<file path="config.mk">
export PLATFORM = sky130hd
export DESIGN_NAME = mdio_mgmt_ctrl
export DESIGN_NICKNAME = d
export VERILOG_FILES = /design/src/rtl/mdio_pkg.sv /design/src/rtl/mdio_clkgen.sv /design/src/rtl/mdio_frame.sv /design/src/rtl/mdio_regs.sv /design/src/rtl/mdio_mgmt_ctrl.sv
export SDC_FILE = /design/constraint.sdc
export NUM_CORES = 1
export LEC_CHECK = 0
export BUFFER_PORTS_ARGS = -buffer_cell sky130_fd_sc_hd__buf_2
export CAP_MARGIN = 20
export CORE_UTILIZATION = 56
export DETAILED_ROUTE_END_ITERATION = 6
export PLACE_DENSITY_LB_ADDON = 0.2
export SETUP_SLACK_MARGIN = 0.3
export SLEW_MARGIN = 0
export SYNTH_ARGS = -nofsm -noshare
export SYNTH_HDL_FRONTEND = slang
export SYNTH_SLANG_ARGS = --single-unit
</file>
<file path="constraint.sdc">
create_clock -name clk -period 4.2 [get_ports clk]
set_clock_uncertainty 0.1 [all_clocks]
set_input_delay 0.84 -clock clk [delete_from_list [all_inputs] [get_ports clk]]
set_output_delay 0.84 -clock clk [all_outputs]
set_load 0.01 [all_outputs]
</file>
<file path="src/rtl/mdio_pkg.sv">
package mdio_pkg;
   typedef enum logic [1:0] {
      SEL_CMD   = 2'd0,
      SEL_SPEED = 2'd1,
      SEL_EVENT = 2'd2,
      SEL_MASK  = 2'd3
   } reg_sel_e;

   localparam int EVT_DONE_BIT = 23;
   localparam int BUSY_BIT     = 0;
   localparam int SPEED_LSB    = 1;
   localparam logic [1:0] OP_READ = 2'b10;
endpackage

</file>
<file path="src/rtl/mdio_clkgen.sv">
module mdio_clkgen #(
   parameter int DIV_W = 6
) (
   input  logic             clk,
   input  logic             rst_n,
   input  logic             run,
   input  logic [DIV_W-1:0] div,
   output logic             mdc,
   output logic             rise_stb,
   output logic             fall_stb
);
   logic [DIV_W-1:0] cnt;
   logic             mdc_q;
   logic             tick;

   assign tick     = run && (div != '0) && (cnt == div - 1'b1);
   assign rise_stb = tick && !mdc_q;
   assign fall_stb = tick && mdc_q;
   assign mdc      = mdc_q;

   always_ff @(posedge clk) begin
      if (!rst_n || !run) begin
         cnt   <= '0;
         mdc_q <= 1'b0;
      end else if (div != '0) begin
         if (tick) begin
            cnt   <= '0;
            mdc_q <= ~mdc_q;
         end else begin
            cnt <= cnt + 1'b1;
         end
      end
   end
endmodule

</file>
<file path="src/rtl/mdio_frame.sv">
module mdio_frame #(
   parameter int PRE_LEN = 32,
   parameter int CMD_W   = 32,
   parameter int DATA_W  = 16
) (
   input  logic              clk,
   input  logic              rst_n,
   input  logic              start,
   input  logic [CMD_W-1:0]  cmd_word,
   input  logic              rise_stb,
   input  logic              fall_stb,
   input  logic              mdio_i,
   output logic              busy,
   output logic              done,
   output logic              is_read,
   output logic              mdio_o,
   output logic              mdio_oe,
   output logic [DATA_W-1:0] rd_data
);
   import mdio_pkg::*;

   localparam int FRAME_LEN = PRE_LEN + CMD_W;
   localparam int HDR_W     = CMD_W - DATA_W;
   localparam int IDX_W     = $clog2(FRAME_LEN);
   localparam logic [IDX_W-1:0] LAST_IDX = IDX_W'(FRAME_LEN - 1);
   localparam logic [IDX_W-1:0] REL_IDX  = IDX_W'(PRE_LEN + HDR_W - 1);
   localparam logic [IDX_W-1:0] CAP_IDX  = IDX_W'(PRE_LEN + HDR_W);

   logic              busy_q;
   logic [IDX_W-1:0]  idx;
   logic [CMD_W-1:0]  shreg;
   logic              read_q;
   logic [DATA_W-1:0] cap;
   logic              pre_phase;
   logic              cur_bit;

   generate
      if (PRE_LEN > 0) begin : g_pre
         localparam logic [IDX_W-1:0] PRE_END = IDX_W'(PRE_LEN);
         assign pre_phase = idx < PRE_END;
      end else begin : g_nopre
         assign pre_phase = 1'b0;
      end
   endgenerate

   assign cur_bit = pre_phase ? 1'b1 : shreg[CMD_W-1];
   assign done    = busy_q && fall_stb && (idx == LAST_IDX);
   assign busy    = busy_q;
   assign is_read = read_q;
   assign mdio_oe = busy_q && !(read_q && idx >= REL_IDX);
   assign mdio_o  = mdio_oe ? cur_bit : 1'b1;
   assign rd_data = cap;

   always_ff @(posedge clk) begin
      if (!rst_n) begin
         busy_q <= 1'b0;
         idx    <= '0;
         shreg  <= '0;
         read_q <= 1'b0;
         cap    <= '0;
      end else if (start) begin
         busy_q <= 1'b1;
         idx    <= '0;
         shreg  <= cmd_word;
         read_q <= (cmd_word[CMD_W-3 -: 2] == OP_READ);
         cap    <= '0;
      end else if (busy_q) begin
         if (rise_stb && idx >= CAP_IDX)
            cap <= {cap[DATA_W-2:0], mdio_i};
         if (fall_stb) begin
            if (idx == LAST_IDX) begin
               busy_q <= 1'b0;
            end else begin
               idx <= idx + 1'b1;
               if (!pre_phase)
                  shreg <= shreg << 1;
            end
         end
      end
   end
endmodule

</file>
<file path="src/rtl/mdio_regs.sv">
module mdio_regs #(
   parameter int CMD_W  = 32,
   parameter int DATA_W = 16,
   parameter int DIV_W  = 6
) (
   input  logic              clk,
   input  logic              rst_n,
   input  logic              reg_wr,
   input  logic [1:0]        reg_addr,
   input  logic [CMD_W-1:0]  reg_wdata,
   input  logic              busy,
   input  logic              done,
   input  logic              is_read,
   input  logic [DATA_W-1:0] rd_data,
   output logic              start,
   output logic [CMD_W-1:0]  cmd_word,
   output logic [DIV_W-1:0]  div_val,
   output logic              evt_flag,
   output logic              mask_en,
   output logic [CMD_W-1:0]  reg_rdata,
   output logic              irq
);
   import mdio_pkg::*;

   logic [CMD_W-1:0] cmd_q;
   logic [DIV_W-1:0] div_q;
   logic             evt_q;
   logic             mask_q;
   reg_sel_e         sel;

   assign sel      = reg_sel_e'(reg_addr);
   assign start    = reg_wr && (sel == SEL_CMD) && !busy;
   assign cmd_word = cmd_q;
   assign div_val  = div_q;
   assign evt_flag = evt_q;
   assign mask_en  = mask_q;
   assign irq      = evt_q && mask_q;

   always_ff @(posedge clk) begin
      if (!rst_n) begin
         cmd_q  <= '0;
         div_q  <= '0;
         evt_q  <= 1'b0;
         mask_q <= 1'b0;
      end else begin
         if (start)
            cmd_q <= reg_wdata;
         else if (done && is_read)
            cmd_q[DATA_W-1:0] <= rd_data;

         if (reg_wr && sel == SEL_SPEED)
            div_q <= reg_wdata[SPEED_LSB +: DIV_W];

         if (done)
            evt_q <= 1'b1;
         else if (reg_wr && sel == SEL_EVENT && reg_wdata[EVT_DONE_BIT])
            evt_q <= 1'b0;

         if (reg_wr && sel == SEL_MASK)
            mask_q <= reg_wdata[EVT_DONE_BIT];
      end
   end

   always_comb begin
      reg_rdata = '0;
      unique case (sel)
         SEL_CMD:   reg_rdata = cmd_q;
         SEL_SPEED: reg_rdata[SPEED_LSB +: DIV_W] = div_q;
         SEL_EVENT: begin
            reg_rdata[EVT_DONE_BIT] = evt_q;
            reg_rdata[BUSY_BIT]     = busy;
         end
         SEL_MASK:  reg_rdata[EVT_DONE_BIT] = mask_q;
      endcase
   end
endmodule

</file>
<file path="src/rtl/mdio_mgmt_ctrl.sv">
module mdio_mgmt_ctrl #(
   parameter int PRE_LEN = 32,
   parameter int CMD_W   = 32,
   parameter int DATA_W  = 16,
   parameter int DIV_W   = 6
) (
   input  logic             clk,
   input  logic             rst_n,
   input  logic             reg_wr,
   input  logic [1:0]       reg_addr,
   input  logic [CMD_W-1:0] reg_wdata,
   output logic [CMD_W-1:0] reg_rdata,
   output logic             irq,
   output logic             mdc,
   output logic             mdio_o,
   output logic             mdio_oe,
   input  logic             mdio_i
);
   import mdio_pkg::*;

   generate
      if (CMD_W <= EVT_DONE_BIT) begin : g_bad_cmd_w
         $error("CMD_W must exceed the event bit position");
      end
      if (DATA_W < 2 || DATA_W >= CMD_W - 4) begin : g_bad_data_w
         $error("DATA_W must leave room for the frame header");
      end
      if (DIV_W < 1 || DIV_W + SPEED_LSB > CMD_W) begin : g_bad_div_w
         $error("DIV_W does not fit the speed register");
      end
      if (PRE_LEN < 0) begin : g_bad_pre
         $error("PRE_LEN must not be negative");
      end
   endgenerate

   logic              start;
   logic              busy;
   logic              frame_done;
   logic              rd_op;
   logic              evt_flag;
   logic              mask_en;
   logic              rise_stb;
   logic              fall_stb;
   logic [CMD_W-1:0]  cmd_word;
   logic [DIV_W-1:0]  div_val;
   logic [DATA_W-1:0] rd_data;

   mdio_regs #(.CMD_W(CMD_W), .DATA_W(DATA_W), .DIV_W(DIV_W)) u_regs (
      .clk(clk), .rst_n(rst_n), .reg_wr(reg_wr), .reg_addr(reg_addr),
      .reg_wdata(reg_wdata), .busy(busy), .done(frame_done), .is_read(rd_op),
      .rd_data(rd_data), .start(start), .cmd_word(cmd_word), .div_val(div_val),
      .evt_flag(evt_flag), .mask_en(mask_en), .reg_rdata(reg_rdata), .irq(irq)
   );

   mdio_clkgen #(.DIV_W(DIV_W)) u_clk (
      .clk(clk), .rst_n(rst_n), .run(busy), .div(div_val),
      .mdc(mdc), .rise_stb(rise_stb), .fall_stb(fall_stb)
   );

   mdio_frame #(.PRE_LEN(PRE_LEN), .CMD_W(CMD_W), .DATA_W(DATA_W)) u_frame (
      .clk(clk), .rst_n(rst_n), .start(start), .cmd_word(reg_wdata),
      .rise_stb(rise_stb), .fall_stb(fall_stb), .mdio_i(mdio_i),
      .busy(busy), .done(frame_done), .is_read(rd_op),
      .mdio_o(mdio_o), .mdio_oe(mdio_oe), .rd_data(rd_data)
   );
endmodule

</file>
* Word-level counts from Yosys, hierarchy flattened
Index checks and enable logic that the tools add are counted.
Word-level totals: input port bits 38, logic and storage cells 83, flip-flop bits (word level) 103, output and inout port bits 36
Cells by class: equal/unequal tests 8, magnitude comparators 3, reductions and logical operators 33, add/sub/neg operators 3, bitwise logic cells 3, multiplexer cells 21
Operator list (number):
- 2-to-1 mux 32 bit | 5
- 2-to-1 mux 16 bit | 3
- logical AND 1 bit | 17
- adder 6 x 1 -> 6 bit, second input constant | 2
- >= comparator 6 bit, second input constant | 2
- case mux 6 bit (2 select lines) | 1
- 2-to-1 mux 1 bit | 8
- 2-to-1 mux 8 bit | 1
- nonzero test 2 bit | 4
- == test 2 bit, second input constant | 3
- == test 6 bit | 1
- == test 6 bit, second input constant | 1
- < comparator 6 bit, second input constant | 1
- 2-to-1 mux 6 bit | 1
- nonzero test 6 bit | 1
- subtractor 6 x 1 -> 6 bit, second input constant | 1
- logical NOT 1 bit | 4
- inequality test 2 bit, second input constant | 2
- AND reduction 2 bit | 2
- AND reduction 4 bit | 1
- inverter 1 bit | 3
- case mux 1 bit (3 select lines) | 1
- AND reduction 3 bit | 1
- == test 2 x 1 -> 1 bit, second input constant | 1
- other kinds (4) | 4

* Logic depth before layout (Yosys ltp)
Gate-level depths: netlist of run 1.
depth after elaboration 9, mapped depth 10, depth with buffers taken out 8

* Hierarchy
A second synthesis of run 1 with hierarchy kept.
Second synthesis, totals: cells, all modules 622, area total of the unflattened synthesis 4949.7 sq um
By module, submodules not included:
- mdio_frame | area an instance 2503.7 sq um, cells an instance 312, instances 1
- mdio_regs | area an instance 1909.3 sq um, cells an instance 236, instances 1
- mdio_clkgen | area an instance 536.8 sq um, cells an instance 74, instances 1

* Worst setup path before layout of run 1
Ideal clock, no wire load.
path kind reg-to-reg, start register u_regs.div_q[0], in the netlist u_regs.div_val[0], end register u_frame.idx[5], setup slack 1.331 ns, cell stages (with the launch flop) 11, path buffers 2, arrival 2.699 ns, path through dfxtp_1 -> inv_1 -> ha_1 -> or3b_2 -> nor3_1 -> or4_4 -> buf_6 -> or3_1 -> clkbuf_2 -> or4_1 -> a21oi_1
On the way: longest elaborated chain between the ends 5
RTL lines:
- from (decl) | RTL line mdio_regs.sv:26 | logic [DIV_W-1:0] div_q;
- from (signal assigned) | RTL line mdio_regs.sv:52 | div_q <= reg_wdata[SPEED_LSB +: DIV_W];
- subtractor 6 x 1 -> 6 bit or nonzero test 6 bit (tied branches) | RTL line mdio_clkgen.sv:16 | assign tick = run && (div != '0) && (cnt == div - 1'b1);
- == test 6 bit or logical AND 1 bit (tied branches) | RTL line mdio_clkgen.sv:16
- logical AND 1 bit (*) | RTL line mdio_clkgen.sv:16
- logical AND 1 bit (*) | RTL line mdio_clkgen.sv:18 | assign fall_stb = tick && mdc_q;
- AND reduction 3 bit (no line) (*)
- to (signal assigned) | RTL line mdio_frame.sv:74 | idx <= idx + 1'b1;
- to (decl) | RTL line mdio_frame.sv:30 | logic [IDX_W-1:0] idx;
Mark *: on every way between the ends. The rest lies on a longest branch, timed or not. A chain may end at the register's enable or synchronous reset.

* Worst setup path in the final report of run 1
start input port reg_addr[0], end output port reg_rdata[14]
On the way: longest elaborated chain between the ends 2
RTL lines:
- from (decl) | RTL line mdio_mgmt_ctrl.sv:10 | input logic [1:0] reg_addr,
- logical NOT 2 bit | RTL line mdio_regs.sv:66 | unique case (sel)
- 2-to-1 mux 16 bit | RTL line mdio_regs.sv:66
- to (decl) | RTL line mdio_mgmt_ctrl.sv:12 | output logic [CMD_W-1:0] reg_rdata,
No other way between the ends.

==> results.md, run 1 <==
* Status: finished clean
* Routed vias at 3567
* Clk root buf: clkbuf_8
* Die width at 92.9 microns
* Setup WS post-layout at 1010 ps
* Cts bufs inserted at 9
* Setup Buffers After CTS at 0
* Max Cap Viol at 0
* Clock transition at the registers of the reported paths at 100 ps
* Share of Yosys cell area claimed by the top area cell type at 44.6%
* Synth area leader: dfxtp_1
* Worst-Margin Slew at 891 ps
* Mapped cell area at 4620 sq um
* Power per cell area at 348 nW/um^2
* Min Clock Period, post-route at 3190 ps
* Worst path max stage delay at 630 ps
* Routed Wire Length at 9300 microns
* Worst EP arrival at 2250 ps
* Crit path launch: reg_addr[0]
* Number of global-route vias before repair at 3405
* Fillers at 678
* Ant diodes at 0
* Share of the clock period used by the worst path after layout at 76.0%
* Synth warn at 0
* Most frequent cells in the layout: dfxtp_1 (103), mux2i_1 (79), buf_2 (73), a21oi_1 (52), nand2_1 (41)
* Cell Rows at 32
* PortBufs at 73
* # IOs at 74
* CTS max path bufs at 2
* CP max FO at 14
* First drt pass iteration count at 4
* Sequential area share after synthesis at 44.6%
* Max-slew violations at 0
* DR WL/cell at 14.0 microns
* Maximum vdd ir drop at 200 uV
* Fin nets at 597
* Pre-CTS setup slack at 1020 ps
* Routability Congestion at 0.808
* Largest net degree at the start of global routing at 100
* Top Family by Delay on Critical Path: simple AND/OR/NAND/NOR gates
* Commonest non-fill, non-tap cell in the layout: dfxtp_1
* Worst r2r src: u_regs.div_val[0]
* Proportion of layout cells with a drive suffix above 1 at 18.7%
* RSZ-0062 raised after global routing: no
* Worst slew margin at 40.2%
* Critical path type: input pin to output port
* Setup-failing EPs final at 0
* Instance count on the critical path at 5
* FMAX at 313 MHz
* Post-route DRC violation count at 0
* GRT Total Usage at 23.2%
* Clock sinks at 103
* Worst R2R End: u_frame.shreg[12]
* Critical path's slowest cell: nor2_1
* CTS tree: done
* Top post-synthesis cells by area: dfxtp_1 (45%), mux2i_1 (17%), a21oi_1 (5.6%)
* CP startpoint kind: input pin
* Most frequent CP cell: buf_2
* Core Area at 7850 sq um
* Gr ovfl total at 0
* Crit path capture: reg_rdata[14]
* Synth cell types at 39
* CP Buf/Inv Count at 3
* Worst path cell trace: buf_2, nor2_1, buf_4, and2_1, buf_2
* CTS resizes at 0
* Syn-to-layout area delta at 13.2%
* Worst hold start: u_regs.cmd_word[20]
* Net count after synthesis at 539
* Clk_lat worst skew at 360 ps
* CP Capture Type: output port
* H-Tree Depth at 3
* Min-delay worst type: flip-flop to flip-flop
* Antenna viol nets, final at 0
* DR iter-0 viols at 118
* Global-route wire length before repair at 16100 microns
* Initial Util at 58.9%
* Vias/cell at 5.38
* Crit path required time at 3260 ps
* Avg Synthesized Cell Area at 9.28 sq um
* Setup slack, reg-to-reg at 1090 ps
* Worst R2R Path Depth at 9
* Hold-fix buffers, CTS at 0
* Die Footprint at 8620 sq um
* Die height at 92.9 microns
* Post-DP HPWL at 6340 microns
* Final hold violation count at 0
* Flops & latches, synth at 103
* Initial antenna violation count at 0
* Leak Pwr at 1.98 nW
* Cells after Synth at 498
* Setup TNS at 0 ps
[power breakdown]
group / switching (mW) / internal (mW)
clock network: 0.354 / 0.283
logic: 0.0900 / 0.0626
registers: 0.0207 / 1.01
[metal layers]
metal  GRT usage [%]  share of wire, %
met1            31.1                49
met2            38.1                48
met3            3.94               2.6
met4            7.05              0.76
met5               0                 0
[cell usage after synthesis]
| cell | n |
|---|---|
| ha_1 | 3 |
| o21ai_0 | 34 |
| xnor2_1 | 11 |
| mux2i_1 | 79 |
| or4_4 | 1 |
| a31oi_1 | 1 |
| buf_6 | 2 |
| xor2_1 | 6 |
| a31o_2 | 2 |
| or3_1 | 2 |
| nand2_1 | 41 |
| a21o_1 | 1 |
| or4_1 | 2 |
| inv_1 | 2 |
| dfxtp_1 | 103 |
| nor2b_1 | 8 |
| o31ai_1 | 2 |
| o211ai_1 | 1 |
| nor4b_1 | 1 |
| buf_1 | 2 |
| a21oi_1 | 52 |
| clkbuf_1 | 23 |
| buf_2 | 1 |
| nor3_1 | 4 |
| nand4b_1 | 2 |
| nor4_4 | 2 |
| a21boi_0 | 17 |
| clkbuf_2 | 1 |
| and3_1 | 3 |
| a32oi_1 | 1 |
| and4_1 | 1 |
| or3b_2 | 1 |
| nand3b_1 | 5 |
| and2_1 | 27 |
| nand4_1 | 2 |
| nor2_1 | 35 |
| nor4_2 | 2 |
| nand3_1 | 11 |
| buf_4 | 4 |
[state kept, by name, summed over array words and instances (netlist names)]
name             count
u_frame.idx          6
u_frame.rd_data     16
u_clk.cnt            6
u_frame.shreg       32
u_frame.is_read      1
u_regs.div_val       6
u_regs.mask_en       1
u_regs.evt_flag      1
u_clk.mdc            1
u_regs.cmd_word     32
u_frame.busy         1
[worst min-delay path by stage]
stage                     depth (start not counted)                  end
after global placement                            2  u_regs.cmd_word[20]
after global routing                              2  u_regs.cmd_word[22]
after CTS                                         2  u_regs.cmd_word[20]
after detailed placement                          2  u_regs.cmd_word[20]
final                                             2  u_regs.cmd_word[20]
after floorplan                                   2  u_regs.cmd_word[30]
[kinds of logic (layout without fill, tap and decap cells)]
logic type / count (synthesis) / in the layout / share of synthesized area [%]
AOI/OAI and AO/OA: 111 / 111 / 13.4
xor gates and xnor gates: 17 / 17 / 3.22
adders and majority gates: 3 / 3 / 0.812
buffers and inverters: 35 / 98 / 3.55
DFF: 103 / 103 / 44.6
muxes: 79 / 79 / 17.1
and+or+nand+nor: 150 / 150 / 17.3
[per-stage QoR]
stage	power [mW]	utilization, %	std cells	hold WS (ps)	instance area (sq um)
final	1.82	66.7	663	363	5230
after global routing	1.90	66.7	663	400	5230
after CTS	1.83	66.7	663	369	5230
after detailed placement	1.21	64.0	647	355	5030
after global placement	1.20	64.0	647	347	5030
after floorplan	1.15	-	498	339	4620
[worst reg2reg max path, stage by stage (launching register included)]
cell,delay (ps)
dfxtp_1,440
inv_1,90
ha_1,320
xor2_1,150
nand3_1,100
or4_4,620
nor4_4,280
buf_4,480
mux2i_1,300
a21oi_1,80
[area by class of cell]
class | count | area [sq um] | share of cell area [%]
clock inverters | 7 | 81.3 | 1.55
clock buffers | 9 | 124 | 2.37
repair buffers | 80 | 418 | 7.99
multi-input cells | 360 | 2410 | 46.1
inverters | 2 | 7.51 | 0.144
flip-flops and latches | 103 | 2060 | 39.4
well taps | 102 | 128 | 2.44
(Power assumes the default switching activity.)
==> inputs of run 2 (changes only) <==
Settings changed: CORE_UTILIZATION 56 to 51.
Clock period 4.2 ns to 2.72 ns, I/O delays scaled along.
==> run 2 against run 1 <==
The flow now finishes with violations (setup timing). Final area increased by 9.6%. Worst hold slack got worse by 46 ps. Sequential cell count unchanged. Critical path depth increased by 6. Via count increased by 7.6%. First-iteration DRC count increased by 42%.
==> results.md, run 2 (same netlist as run 1, synthesis figures left out) <==
* Status: finished, violations left (was finished clean)
* Violated checks: setup timing
* CP Capture Type: flip-flop (was output port)
* FMAX at 368 MHz
* Worst r2r src: u_regs.div_val[1] (was u_regs.div_val[0])
* Cell Rows at 34 (was 32)
* Share of the clock period used by the worst path after layout at 100%
* Ant diodes at 0 (unchanged)
* Proportion of layout cells with a drive suffix above 1 at 26.3% (was 18.7%)
* Crit path required time at 2890 ps (was 3260 ps)
* Hold-fix buffers, CTS at 0 (unchanged)
* CP startpoint kind: flip-flop (was input pin)
* CP max FO at 8 (was 14)
* Max Cap Viol at 0 (unchanged)
* Worst hold slack at 317 ps (was 363 ps)
* RSZ-0062 raised after global routing: yes (was no)
* Vias/cell at 5.51 (was 5.38)
* Cts bufs inserted at 9 (unchanged)
* Worst-Margin Slew at 606 ps (was 891 ps)
* Initial antenna violation count at 0 (unchanged)
* Post-Route Utilization at 65.4% (was 66.7%)
* Worst EP arrival at 2890 ps (was 2250 ps)
* Routability Congestion at 0.800 (was 0.808)
* First drt pass iteration count at 4 (unchanged)
* Design Area, Final at 5730 sq um (was 5230 sq um)
* CTS tree: done (unchanged)
* Clk_lat worst skew at 370 ps (was 360 ps)
* # IOs at 74 (unchanged)
* PortBufs at 73 (unchanged)
* Number of global-route vias before repair at 3556 (was 3405)
* H-Tree Depth at 3 (unchanged)
* Post-DP HPWL at 6660 microns (was 6340 microns)
* Worst path max stage delay at 580 ps (was 630 ps)
* Non-filler cells, final at 697 (was 663)
* Worst slew margin at 59.6% (was 40.2%)
* DR iter-0 viols at 168 (was 118)
* Setup WS post-layout at -0.165 ps (was 1010 ps)
* Clock transition at the registers of the reported paths at 110 ps (was 100 ps)
* Core Area at 8760 sq um (was 7850 sq um)
* Placed insts at 663 (was 647)
* Clk root buf: clkbuf_8 (unchanged)
* Setup TNS at -0.165 ps (was 0 ps)
* Crit path launch: u_regs.div_val[1] (was reg_addr[0])
* Gr ovfl total at 0 (unchanged)
* Die Footprint at 9450 sq um (was 8620 sq um)
* Global-route wire length before repair at 17400 microns (was 16100 microns)
* Leak Pwr at 2.21 nW (was 1.98 nW)
* Routed vias at 3838 (was 3567)
* Critical path type: flip-flop to flip-flop (was input pin to output port)
* Most frequent cells in the layout: dfxtp_1 (99), mux2i_1 (77), buf_2 (73), a21oi_1 (51), nand2_1 (41) (was dfxtp_1 (103), mux2i_1 (79), buf_2 (73), a21oi_1 (52), nand2_1 (41))
* Min Clock Period, post-route at 2720 ps
* Largest net degree at the start of global routing at 60 (was 100)
* Total Power at 2.82 mW (was 1.82 mW)
* Commonest non-fill, non-tap cell in the layout: dfxtp_1 (unchanged)
* Fin nets at 625 (was 597)
* CTS max path bufs at 2 (unchanged)
* Worst hold start: reg_wdata[18] (was u_regs.cmd_word[20])
* Worst path cell trace: inv_2, ha_4, xor2_2, nand3_1, or4_4, nor4_4, buf_4, buf_6, buf_12, mux2i_1, a21oi_1 (was buf_2, nor2_1, buf_4, and2_1, buf_2)
* Post-route DRC violation count at 0 (unchanged)
* GRT Total Usage at 22.7% (was 23.2%)
* Max-slew violations at 0 (unchanged)
* Final hold violation count at 0 (unchanged)
* Routed Wire Length at 10900 microns (was 9300 microns)
* Dpl cell area at 5170 sq um (was 5030 sq um)
* Initial Util at 52.7% (was 58.9%)
* Maximum vdd ir drop at 301 uV (was 200 uV)
* Setup-failing EPs final at 1 (was 0)
* Pre-CTS setup slack at 35.6 ps (was 1020 ps)
* Fillers at 692 (was 678)
* Power per cell area at 492 nW/um^2 (was 348 nW/um^2)
* DR WL/cell at 15.6 microns (was 14.0 microns)
* Syn-to-layout area delta at 24.0% (was 13.2%)
* Die width at 97.2 microns (was 92.9 microns)
* Die height at 97.2 microns (was 92.9 microns)
* Antenna viol nets, final at 0 (unchanged)
* Critical path's slowest cell: or4_4 (was nor2_1)
* Clock sinks at 103 (unchanged)
* Min-delay worst type: input pin to flip-flop (was flip-flop to flip-flop)
[run 2: cell count changes in the layout (fill, tap and decap cells not counted), moves of 3 or more]
cell,delta
buf_12,+4
buf_16,+3
buf_4,+15
buf_6,+4
dfxtp_1,-4
dfxtp_2,+3
[run 2: repair_timing]
item	CTS	global route
hold endpoints to repair	0	0
endpoints found under the setup margin	89	81
pin swaps	27	38
gates cloned	4	1
gates resized for setup	11	25
setup buffers	7	6
[run 2: power breakdown]
group	leakage, nW	internal (mW)	switching (mW)
logic	1.27	0.117	0.159
clock network	0.101	0.384	0.578
registers	0.839	1.56	0.0284
[run 2: critical path, delay by kind of cell, from the launching register on]
family	cells	cell delay (ps)
compound gates	1	80
xor+xnor	1	150
fa+ha+maj	1	270
buf+inv	4	490
flops	1	360
mux	1	210
simple gates	3	950
[run 2: layout make-up]
class	count	area [sq um]	area share (%)
inverters	2	7.51	0.131
clock buffers	10	138	2.40
flip-flops and latches	103	2070	36.1
repair buffers	108	788	13.8
well taps	108	135	2.36
multi-input cells	360	2530	44.2
clock inverters	6	62.6	1.09
[run 2: per-layer routing]
| layer | vias to the layer above | share of wire (%) | track usage (%) | routed length (microns) |
|---|---|---|---|---|
| li1 | 1907 | - | - | - |
| met2 | 85 | 48 | 36.8 | 5250 |
| met5 | - | 0 | 0 | 0 |
| met3 | 17 | 3.4 | 4.75 | 366 |
| met4 | 0 | 1.6 | 6.31 | 179 |
| met1 | 1829 | 47 | 30.6 | 5100 |
[run 2: path summary, 6_finish.rpt]
| path | end | slack (ps) | cells past startpoint |
|---|---|---|---|
| max | u_frame.shreg[7] | -0.2 | 11 |
| min | u_regs.cmd_word[18] | 320 | 3 |
| max reg2reg | u_frame.shreg[7] | -0.2 | 11 |
| min reg2reg | u_regs.cmd_word[31] | 370 | 2 |
